==> src/rtl/vlan_tag_detect.sv <==
module vlan_tag_detect #(
  parameter int          TYPE_POS = 13,
  parameter logic [15:0] TPID     = 16'h8100
) (
  input  logic        clk,
  input  logic        rst_n,
  input  logic        rx_valid,
  input  logic        rx_sof,
  input  logic        rx_eof,
  input  logic [7:0]  rx_data,
  input  logic        tag_we,
  input  logic [15:0] tag_wdata,
  output logic [15:0] tag_q,
  output logic        stat_valid,
  output logic        stat_vlan
);
  localparam int LAST  = TYPE_POS + 3;
  localparam int CNT_W = $clog2(LAST + 2) + 1;
  localparam logic [CNT_W-1:0] P_T0  = CNT_W'(TYPE_POS);
  localparam logic [CNT_W-1:0] P_T1  = CNT_W'(TYPE_POS + 1);
  localparam logic [CNT_W-1:0] P_V0  = CNT_W'(TYPE_POS + 2);
  localparam logic [CNT_W-1:0] P_V1  = CNT_W'(LAST);
  localparam logic [CNT_W-1:0] P_ONE = CNT_W'(1);

  logic [CNT_W-1:0] cnt, pos;
  logic [15:0]      ftag, ftag_cur;
  logic             in_frame, ok, ok_nxt, beat, chk;
  logic [7:0]       exp_byte;

  assign beat     = rx_valid && (rx_sof || in_frame);
  assign pos      = rx_sof ? P_ONE : cnt + P_ONE;
  assign ftag_cur = rx_sof ? tag_q : ftag;

  always_comb begin
    chk      = 1'b1;
    exp_byte = 8'h00;
    if (pos == P_T0)      exp_byte = TPID[15:8];
    else if (pos == P_T1) exp_byte = TPID[7:0];
    else if (pos == P_V0) exp_byte = ftag_cur[15:8];
    else if (pos == P_V1) exp_byte = ftag_cur[7:0];
    else                  chk = 1'b0;
  end

  assign ok_nxt = (rx_sof || ok) && (!chk || rx_data == exp_byte);

  always_ff @(posedge clk or negedge rst_n) begin
    if (!rst_n) tag_q <= '0;
    else if (tag_we) tag_q <= tag_wdata;
  end

  always_ff @(posedge clk or negedge rst_n) begin
    if (!rst_n) begin
      cnt        <= '0;
      ftag       <= '0;
      in_frame   <= 1'b0;
      ok         <= 1'b0;
      stat_valid <= 1'b0;
      stat_vlan  <= 1'b0;
    end else begin
      stat_valid <= beat && rx_eof;
      if (beat) begin
        ftag     <= ftag_cur;
        ok       <= ok_nxt;
        in_frame <= !rx_eof;
        cnt      <= (pos >= P_V1) ? P_V1 : pos;
        if (rx_eof)      stat_vlan <= ok_nxt && (pos >= P_V1);
        else if (rx_sof) stat_vlan <= 1'b0;
      end
    end
  end
endmodule

==> config.mk <==
export PLATFORM = sky130hd
export DESIGN_NAME = vlan_tag_detect
export DESIGN_NICKNAME = d
export VERILOG_FILES = /design/src/rtl/vlan_tag_detect.sv
export SDC_FILE = /design/constraint.sdc
export NUM_CORES = 1
export LEC_CHECK = 0
export BUFFER_PORTS_ARGS = -buffer_cell sky130_fd_sc_hd__buf_2
export CAP_MARGIN = 5
export CORE_MARGIN = 4
export CORE_UTILIZATION = 28
export DETAILED_ROUTE_END_ITERATION = 7
export SLEW_MARGIN = 10
export SYNTH_ARGS = -nofsm -noshare
export SYNTH_HDL_FRONTEND = slang
export SYNTH_SLANG_ARGS = --single-unit
==> constraint.sdc <==
create_clock -name clk -period 3.07 [get_ports clk]
set_input_delay 0.307 -clock clk [delete_from_list [all_inputs] [get_ports clk]]
set_output_delay 0.307 -clock clk [all_outputs]
set_load 0.02 [all_outputs]
==> qor.yml <==
p_int_uw: 1029
critPathCaptureType: "register"
power_density_mw_per_mm2: 521.7
insertion_delay_ns: 0.29
power.leakage_uw: 0.001160
ant_nets: 0
drive_gt1_frac: 0.3780
hpwl_mm: 3.943
cts.sinks: 42
fin_tns_setup_ns: 0
path_cells: "ha_1 > xnor2_1 > nor3_2 > o211ai_1 > and3_1 > nor4_1 > nand4_1 > a31oi_1"
cts_max_level: 2
die_w_um: 99.80
slew_headroom: 0.3778
status: "complete, no violations"
final_hold_viol_count: 0
synth.avg_cell_area_um2: 11.03
r2r-start: "cnt[0]"
ctsHoldBuffers: 0
synth_flop_cell: "dfrtp_1"
cts.clk_slew.worst_paths_ns: 0.07
rr_endpoint: "stat_vlan"
grt_start_max_net_pins: 43
dr_total_vias: 1844
path_class: "reg -> reg"
die_h_um: 99.80
clock_skew_ns: 0.002514
synth-edff-count: 0
drt-pass1-iter-count: 4
combPwrFrac: 0.213
ys_ff_latch: 42
clkPwrFrac: 0.307
numCtsBuffers: 5
fmax_mhz: 366.3
wl_per_cell_um: 14.63
yosysSeqAreaShare: 0.4454
antenna_found_initial: 0
ff2ff_setup_slack_ns: 0.34
slowest_stage: "dfrtp_1"
start_util: 0.2872
syn_to_final_growth_pct: 16.97
io_pins: 48
rr_worst_depth: 8
viasPerCell: 5.136
worst_pin_slew_ns: 0.9333
fin_crit_ns: 2.730
rsz0062_at_grt: "false"
cp_max_fo: 9
ys.warnings.count: 0
routabilityCongestion: 0.8640
portBuffers: 47
drt_iter0_drc: 99
nets: 285
synthCells: 214
syn_area_mm2: 0.002360
crit_buf_inv: 0
synthArstFlopShare: 1.000
hold_slack_ns: 0.1586
routed_wl_mm: 5.251
maxCapViolations: 0
postCtsSetupBuffers: 0
grt_pass1_wl_mm: 8.859
fp.dieArea_mm2: 0.009960
ys_types: 53
post_cts_resized: 0
finalCritPeriodShare: 0.8891
drv_slew: 0
pwr-share-seq: 0.480
cp_top_family: "simple AND/OR/NAND/NOR gates"
grt_usage: 0.1093
clockBufferDepth: 2
vdd_drop_max_mv: 0.2547
cpPeakStageDelay_ns: 0.48
diodes: 0
critPathLaunchType: "register"
net-switching-power_uw: 410.8
drc: 0
grt_overflow: 0
syn_nets: 245
row_count: 33
core-area_mm2: 0.008217
finalSetupViolations: 0
fillCellCount: 827
sw_frac_of_total: 0.2853
cp.arrival_ns: 2.94
cts_root_buf: "clkbuf_8"
grt_pass1_vias: 1861
cts_tree: "done"
critical_path_required_ns: 3.28
holdCritPathClass: "in -> async"
==> layer usage <==
| metal | GRT usage | vias to the layer above | wire (um) |
|---|---|---|---|
| met5 | 0 | - | 0 |
| li1 | - | 891 | - |
| met2 | 0.1888 | 44 | 2564 |
| met3 | 0.02363 | 6 | 214 |
| met1 | 0.1360 | 903 | 2404 |
| met4 | 0.03361 | 0 | 68 |
==> sequential cells by signal, indices dropped and copies added, names as in the netlist <==
| signal | count |
|---|---|
| stat_vlan | 1 |
| stat_valid | 1 |
| tag_q | 16 |
| ok | 1 |
| ftag | 16 |
| cnt | 6 |
| in_frame | 1 |
==> layout make-up <==
cell class	count	area [um^2]	area share
Clock buffer	6	82.58	0.02992
Timing Repair Buffer	48	242.7	0.08794
Multi-Input combinational cell	156	1219	0.4415
Sequential cell	42	1051	0.3808
Clock inverter	1	30.03	0.01088
Tap cell	105	131.4	0.04760
Inverter	1	3.754	0.001360
==> worst max-delay path by stage <==
stage | start | to | cells after the start | slack, ns
2_1_floorplan | cnt[0] | stat_vlan | 9 | 0.71
6_report | cnt[0] | stat_vlan | 8 | 0.34
3_5_place_dp | cnt[0] | ok | 8 | 0.38
3_3_place_gp | cnt[0] | stat_vlan | 8 | 0.42
5_1_grt | cnt[0] | ok | 8 | 0.09
4_1_cts | cnt[0] | ok | 8 | 0.35
==> worst register-to-register path, stage by stage (launching register included) <==
cell and delay (ns):
dfrtp_1 0.48, ha_1 0.44, xnor2_1 0.16, nor3_2 0.47, o211ai_1 0.20, and3_1 0.22
nor4_1 0.30, nand4_1 0.18, a31oi_1 0.20
==> Yosys cell counts, drive strengths merged (2+ instances only) <==
cell,count,area share
o21ai,5,0.011
and2,3,0.0080
o211a,2,0.0085
nand2,7,0.011
a21oi,13,0.029
o211ai,13,0.041
dfrtp,42,0.45
nor4,3,0.0080
and3,8,0.024
mux2i,8,0.034
nand3,2,0.0064
buf,9,0.027
o41ai,3,0.011
a31oi,3,0.0080
nand2b,5,0.013
nor3,14,0.032
nand4,3,0.0080
a21o,2,0.0064
nor2,6,0.0095
xnor2,3,0.011
mux2,33,0.16
clkbuf,6,0.010
==> cells in the final DEF (no fill, tap or decap), types with 4 or more instances in the layout <==
| cell | n |
|---|---|
| a21oi_1 | 12 |
| and3_1 | 6 |
| buf_2 | 47 |
| clkbuf_8 | 6 |
| dfrtp_1 | 42 |
| mux2_2 | 32 |
| mux2i_1 | 8 |
| nand2_1 | 7 |
| nand2b_1 | 5 |
| nor2_1 | 6 |
| nor3_1 | 13 |
| o211ai_1 | 13 |
| o21ai_0 | 4 |
==> cell families (layout without fill, tap and decap cells) <==
logic type                 Yosys count  after routing  share of synthesized area
and+or+nand+nor                     58             58                     0.1426
AOI/OAI and AO/OA                   52             52                     0.1575
DFF                                 42             42                     0.4454
muxes                               41             41                     0.1930
buffers and inverters               16             56                    0.03817
xor gates and xnor gates             4              4                    0.01803
adders and majority gates            1              1                   0.005301
==> metrics by stage <==
step	cell area [um^2]	setup slack, ns	cells	total power (uW)	util
2_1_floorplan	2360	0.7088	214	919.4	-
3_3_place_gp	2648	0.4241	352	1007	0.3222
3_5_place_dp	2648	0.3819	352	1013	0.3222
4_1_cts	2760	0.3542	359	1459	0.3359
5_1_grt	2760	0.08872	359	1525	0.3359
6_report	2760	0.3404	359	1440	0.3359
==> power by group through the flow <==
| stage | Combinational (uW) | Sequential (uW) | Clock, uW |
|---|---|---|---|
| final | 307 | 691 | 442 |
| after floorplan | 209 | 710 | 0 |
| after detailed placement | 311 | 703 | 0 |
| after CTS | 312 | 692 | 455 |
| after global routing | 341 | 704 | 481 |
| after global placement | 307 | 700 | 0 |
No activity file was read; power rests on OpenSTA's default activity.
